File: config.mk
export PLATFORM = sky130hd
export DESIGN_NAME = pwm_bank
export DESIGN_NICKNAME = d
export VERILOG_FILES = /design/src/rtl/pwm_bank_pkg.sv /design/src/rtl/pwm_bank_cnt.sv /design/src/rtl/pwm_bank_chan.sv /design/src/rtl/pwm_bank_regs.sv /design/src/rtl/pwm_bank.sv
export SDC_FILE = /design/constraint.sdc
export NUM_CORES = 1
export LEC_CHECK = 0
export BUFFER_PORTS_ARGS = -buffer_cell sky130_fd_sc_hd__buf_2
export CAP_MARGIN = 20
export CORE_MARGIN = 8
export CORE_UTILIZATION = 30
export DETAILED_ROUTE_END_ITERATION = 8
export SLEW_MARGIN = 20
export SYNTH_ARGS = -nofsm -noshare
export SYNTH_HDL_FRONTEND = slang
export SYNTH_HIERARCHICAL = 1
export SYNTH_SLANG_ARGS = --single-unit
File: constraint.sdc
create_clock -name clk_i -period 4.35 [get_ports clk_i]
set_clock_uncertainty 0.2 [all_clocks]
set_input_delay 0.2175 -clock clk_i [delete_from_list [all_inputs] [get_ports clk_i]]
set_output_delay 0.2175 -clock clk_i [all_outputs]
set_load 0.1 [all_outputs]
File: src/rtl/pwm_bank_pkg.sv
package pwm_bank_pkg;
    localparam int unsigned PWM_CHANNELS  = 8;
    localparam int unsigned PWM_DUTY_BITS = 8;
    localparam int unsigned PWM_EXP_BITS  = 5;
    localparam int unsigned PWM_EXP_LIMIT = 23;
    localparam logic [31:0] PWM_BASE      = 32'hFEED_0000;

    // Upper half of the register window selects the bank.
    typedef enum logic {
        BANK_DUTY = 1'b0,
        BANK_EXP  = 1'b1
    } bank_e;
endpackage

File: src/rtl/pwm_bank_cnt.sv
module pwm_bank_cnt #(
    parameter int unsigned CNT_W = 31
) (
    input  logic             clk_i,
    input  logic             rst_i,
    output logic [CNT_W-1:0] cnt_o
);
    typedef struct packed {
        logic [CNT_W-1:0] cnt;
    } cnt_state_t;

    cnt_state_t st_d, st_q;

    always_comb begin
        st_d     = st_q;
        st_d.cnt = st_q.cnt + 1'b1;
    end

    always_ff @(posedge clk_i) begin
        if (rst_i) st_q <= '0;
        else       st_q <= st_d;
    end

    assign cnt_o = st_q.cnt;
endmodule

File: src/rtl/pwm_bank_chan.sv
module pwm_bank_chan #(
    parameter int unsigned CNT_W  = 31,
    parameter int unsigned DUTY_W = 8,
    parameter int unsigned EXP_W  = 5
) (
    input  logic              clk_i,
    input  logic              rst_i,
    input  logic [CNT_W-1:0]  cnt_i,
    input  logic [DUTY_W-1:0] thr_i,
    input  logic [EXP_W-1:0]  exp_i,
    output logic              pwm_o
);
    typedef struct packed {
        logic out;
    } chan_state_t;

    chan_state_t st_d, st_q;

    logic [CNT_W-1:0]  shifted;
    logic [DUTY_W-1:0] phase;
    logic              unused_hi;

    assign shifted   = cnt_i >> exp_i;
    assign phase     = shifted[DUTY_W-1:0];
    assign unused_hi = ^shifted[CNT_W-1:DUTY_W];

    always_comb begin
        st_d     = st_q;
        st_d.out = (thr_i != '0) && (phase >= thr_i);
    end

    always_ff @(posedge clk_i) begin
        if (rst_i) st_q <= '0;
        else       st_q <= st_d;
    end

    assign pwm_o = st_q.out;
endmodule

File: src/rtl/pwm_bank_regs.sv
module pwm_bank_regs
    import pwm_bank_pkg::*;
#(
    parameter int unsigned NCH     = 8,
    parameter int unsigned DUTY_W  = 8,
    parameter int unsigned EXP_W   = 5,
    parameter int unsigned EXP_MAX = 23,
    parameter logic [31:0] BASE    = 32'hFEED_0000
) (
    input  logic                         clk_i,
    input  logic                         rst_i,
    input  logic                         cyc_i,
    input  logic                         stb_i,
    input  logic                         we_i,
    input  logic [31:0]                  adr_i,
    input  logic [31:0]                  dat_i,
    input  logic [3:0]                   sel_i,
    output logic [31:0]                  dat_o,
    output logic                         ack_o,
    output logic [NCH-1:0][DUTY_W-1:0]   thr_o,
    output logic [NCH-1:0][EXP_W-1:0]    exp_o
);
    localparam int unsigned IDX_W   = $clog2(NCH);
    localparam int unsigned OFS_W   = IDX_W + 1;
    localparam int unsigned WIN_LSB = OFS_W + 2;

    typedef struct packed {
        logic [NCH-1:0][DUTY_W-1:0] thr;
        logic [NCH-1:0][EXP_W-1:0]  expo;
        logic                       ack;
        logic [31:0]                rdata;
    } reg_state_t;

    reg_state_t st_d, st_q;

    logic             hit;
    logic             req;
    logic [OFS_W-1:0] word;
    bank_e            bank;
    logic [IDX_W-1:0] idx;
    logic [EXP_W-1:0] exp_raw;
    logic [EXP_W-1:0] exp_lim;
    logic             unused_bits;

    assign hit     = (adr_i[31:WIN_LSB] == BASE[31:WIN_LSB]);
    assign req     = cyc_i && stb_i && hit && !st_q.ack;
    assign word    = adr_i[WIN_LSB-1:2];
    assign bank    = bank_e'(word[OFS_W-1]);
    assign idx     = word[IDX_W-1:0];
    assign exp_raw = dat_i[EXP_W-1:0];
    assign exp_lim = (32'(exp_raw) > EXP_MAX) ? EXP_W'(EXP_MAX) : exp_raw;

    assign unused_bits = ^{adr_i[1:0], sel_i[3:1], dat_i[31:DUTY_W]};

    always_comb begin
        st_d       = st_q;
        st_d.ack   = req;
        st_d.rdata = '0;
        if (req) begin
            if (bank == BANK_DUTY) st_d.rdata[DUTY_W-1:0] = st_q.thr[idx];
            else                   st_d.rdata[EXP_W-1:0]  = st_q.expo[idx];
            if (we_i && sel_i[0]) begin
                if (bank == BANK_DUTY) st_d.thr[idx]  = dat_i[DUTY_W-1:0];
                else                   st_d.expo[idx] = exp_lim;
            end
        end
    end

    always_ff @(posedge clk_i) begin
        if (rst_i) st_q <= '0;
        else       st_q <= st_d;
    end

    assign dat_o = st_q.rdata;
    assign ack_o = st_q.ack;
    assign thr_o = st_q.thr;
    assign exp_o = st_q.expo;
endmodule

File: src/rtl/pwm_bank.sv
module pwm_bank
    import pwm_bank_pkg::*;
#(
    parameter int unsigned NCH     = PWM_CHANNELS,
    parameter int unsigned DUTY_W  = PWM_DUTY_BITS,
    parameter int unsigned EXP_W   = PWM_EXP_BITS,
    parameter int unsigned EXP_MAX = PWM_EXP_LIMIT,
    parameter logic [31:0] BASE    = PWM_BASE
) (
    input  logic           clk_i,
    input  logic           rst_i,
    input  logic           wb_cyc_i,
    input  logic           wb_stb_i,
    input  logic           wb_we_i,
    input  logic [31:0]    wb_adr_i,
    input  logic [31:0]    wb_dat_i,
    input  logic [3:0]     wb_sel_i,
    output logic [31:0]    wb_dat_o,
    output logic           wb_ack_o,
    output logic [NCH-1:0] pwm_o
);
    localparam int unsigned CNT_W = EXP_MAX + DUTY_W;

    logic [NCH-1:0][DUTY_W-1:0] thr_w;
    logic [NCH-1:0][EXP_W-1:0]  exp_w;
    logic [CNT_W-1:0]           cnt_w;

    pwm_bank_regs #(
        .NCH(NCH), .DUTY_W(DUTY_W), .EXP_W(EXP_W), .EXP_MAX(EXP_MAX), .BASE(BASE)
    ) u_regs (
        .clk_i(clk_i), .rst_i(rst_i),
        .cyc_i(wb_cyc_i), .stb_i(wb_stb_i), .we_i(wb_we_i),
        .adr_i(wb_adr_i), .dat_i(wb_dat_i), .sel_i(wb_sel_i),
        .dat_o(wb_dat_o), .ack_o(wb_ack_o),
        .thr_o(thr_w), .exp_o(exp_w)
    );

    pwm_bank_cnt #(.CNT_W(CNT_W)) u_cnt (
        .clk_i(clk_i), .rst_i(rst_i), .cnt_o(cnt_w)
    );

    for (genvar i = 0; i < NCH; i++) begin : g_chan
        pwm_bank_chan #(.CNT_W(CNT_W), .DUTY_W(DUTY_W), .EXP_W(EXP_W)) u_chan (
            .clk_i(clk_i), .rst_i(rst_i), .cnt_i(cnt_w),
            .thr_i(thr_w[i]), .exp_i(exp_w[i]), .pwm_o(pwm_o[i])
        );
    end
endmodule

==> flow_summary.yaml <==
outcome:
  outcome: "finished, final reports clean"
final_layout:
  utilization_pct: 32.9
  nets: 2412
  regArea_sq_um: 3080
  multi_input_area_sq_um: 16700
  final.fill_count: 7343
  syn2layout_area_growth_pct: 8.99
  drive_gt1_share_pct: 19.9
  final_cell_area_sq_um: 23500
cts:
  cts_tree: "done"
  cts_sinks: 152
  numCtsBuffers: 17
  hold_buffers: 8
  cts_buffer_depth: 2
  cts_setup_buffers: 0
  clock_latency_ns: 0.48
  clkTransAtPathRegs_ns: 0.08
  cts_root_buffer: "clkbuf_16"
  cts.htree.levels: 4
  ctsResizeCount: 0
timing:
  setup_ws_ns: 0.593
  rsz0062_at_grt: "false"
  slew_headroom_pct: 20.5
  maxSlewViolCount: 0
  period_share_pct: 86.4
  setup_viol: 0
  hold_ws_ns: 0.112
  period_minus_slack_ns: 3.76
  hold_viol: 0
  tightest_slew_ns: 1.19
  tns_ns: 0
  max_freq_mhz: 266
placement:
  dp_worst_setup_slack_ns: 0.637
  gp_congestion: 0.965
  hpwl_microns: 55000
  place_area_sq_um: 22800
  portBuffers: 60
critical_path:
  critPathLaunch: "u_cnt/cnt_o[22]$_SDFF_PP0_"
  cp_max_fo: 23
  path_cells: "buf_4, mux2i_1, mux4_2, a22o_1, a211oi_2, ha_1, nand4_1, or2_2, o32ai_1"
  worst_setup_path_end_kind: "flip-flop"
  arrival_ns: 3.90
  required_ns: 4.49
  crit_type: "flip-flop to flip-flop"
  start_kind: "flip-flop"
  r2r_start: "u_cnt/cnt_o[22]$_SDFF_PP0_"
  cp_slowest_cell: "dfxtp_1"
  critPathMaxStageDelay_ns: 1.09
yosys:
  yosysWarnings: 6
  yosys.cell_types.count: 73
  synthMostInstantiatedCell: "mux2i_1"
  avgSynthCellArea_sq_um: 9.46
  synthFlopType: "dfxtp_1"
  yosys_register_bits: 152
  yosys-top-cells-count: "mux2i_1, nor2_1, dfxtp_1"
  synth_area_leaders: "mux2i_1, dfxtp_1, mux4_2"
  synth_edf_count: 0
  synth.yosys.seq_area_share_pct: 14.1
  yosys.area.top_type: "mux2i_1"
  synth_area_sq_um: 21600
  yosys.area.top_type_share_pct: 15.4
  synthesis.instances: 2281
  async_reset_ff_share_pct: 0
power:
  comb_power_share_pct: 10.0
  power.density_nw_per_um2: 148
  power.share.clock_pct: 49.3
  p_int_mw: 2.55
  switchingPower_uw: 924
  swShare_pct: 26.6
  p_seq_share_pct: 40.6
  leakage_nw: 8.01
  ir_drop_mv: 0.363
detailed_routing:
  route.detailed.wl_per_inst_microns: 25.0
  wirelength_microns: 80900
  post-route-drc-count: 0
  routed_via_density: 6.31
  drt_first_pass_iters: 5
  drt_iter0_drc: 2631
  drtAntennaViolNets: 0
  vias: 20466
global_route:
  grt_pass1_vias: 18926
  grt_overflow: 0
  grt_pass1_wl_microns: 122000
  grtUsageMet2_pct: 28.4
  grt_util_met3_pct: 4.04
  grt_max_degree: 77
  grt_busiest_layer: "met2"
  grt.total_usage_pct: 19.0
  grt_util_met1_pct: 26.5
  antenna_found_initial: 9
flow_run:
  cap_violations: 0
die:
  die_h_microns: 284
  ios: 114
  start_util_pct: 30.2
  coreArea_sq_um: 71400
  rows: 98
  dieArea_sq_um: 80700
  die_x_microns: 284
min_path:
  hp-start: "rst_i"
  hp-class: "input pin to flip-flop"
## per-stage QoR
step                std cells  power [mW]
floorplan                2304        1.71
global placement         3197        1.77
detailed placement       3197        1.77
CTS                      3236        3.49
global route             3237        3.56
finish                   3242        3.47
## power groups by stage
stage / logic [mW] / registers [mW] / clock network (mW)
after global routing: 0.370 / 1.41 / 1.78
after floorplan: 0.273 / 1.43 / 0
final: 0.349 / 1.41 / 1.71
after CTS: 0.342 / 1.41 / 1.73
after global placement: 0.333 / 1.44 / 0
after detailed placement: 0.333 / 1.44 / 0
## cell families after synthesis
| logic type | Yosys count | synth area share (%) |
|---|---|---|
| other | 1 | 0.0174 |
| and+or+nand+nor | 685 | 18.1 |
| muxes | 569 | 39.2 |
| DFF | 152 | 14.1 |
| xor gates and xnor gates | 12 | 0.487 |
| adders and majority gates | 65 | 3.77 |
| buffers and inverters | 337 | 8.89 |
| AOI/OAI and AO/OA | 460 | 15.4 |
## registers in the layout (all words and copies together) (netlist names)
| name | cells |
|---|---|
| u_regs/thr_o | 64 |
| u_regs/exp_o | 40 |
| u_cnt/cnt_o | 31 |
| g_chan.u_chan/pwm_o | 8 |
| u_regs/dat_o | 8 |
| u_regs/ack_o | 1 |
## layer usage
layer	vias to the layer above	wire length [microns]
li1	9002	-
met1	9988	34200
met2	1258	34800
met3	216	8520
met4	2	3360
met5	-	13
## critical path: cells and delay by family, from the launching register on
kind,cells,cell delay [ns]
AOI/OAI and AO/OA,3,0.79
muxes,2,0.58
DFF,1,1.09
adders and majority gates,1,0.17
and+or+nand+nor,2,0.35
buffers and inverters,1,0.45
## cell usage in the layout, fill, tap and decap left out, types with 16 or more instances in the layout
master and instances:
a211oi_1 36, a21o_1 24, a21oi_1 46, a22o_1 18
a32oi_1 16, and2_1 19, buf_12 19, buf_2 59
buf_4 96, clkbuf_16 17, conb_1 24, dfxtp_1 119
dfxtp_2 33, ha_1 65, inv_1 99, mux2_2 46
mux2i_1 331, mux4_1 83, mux4_2 109, nand2_1 83
nand2b_1 63, nand3_1 45, nand3b_1 64, nand4_1 51
nor2_1 167, nor2b_1 24, nor3_1 21, nor4_1 19
o21ai_0 73, o22ai_1 57, o32ai_1 29, or2_2 16
or3_1 17, or4_1 18
## cell type report
cell class                 count  area share [%]
multi-input combinational   1815            71.0
clock inverter                11           0.830
antenna                        6          0.0639
sequential                   152            13.1
clock buffer                  20            1.94
timing repair buffer         182            6.28
inverter                     106            1.69
tap                          950            5.06
## final timing paths
kind | endpoint | slack, ns | depth (start not counted)
worst max-delay path | g_chan[5].u_chan/pwm_o$_SDFF_PP0_ | 0.59 | 9
worst min-delay path | u_regs/thr_o[41]$_SDFFE_PP0P_ | 0.11 | 2
worst max register to register | g_chan[5].u_chan/pwm_o$_SDFF_PP0_ | 0.59 | 9
worst min register to register | u_regs/thr_o[58]$_SDFFE_PP0P_ | 0.36 | 2
No activity file was read; power rests on OpenSTA's default activity.
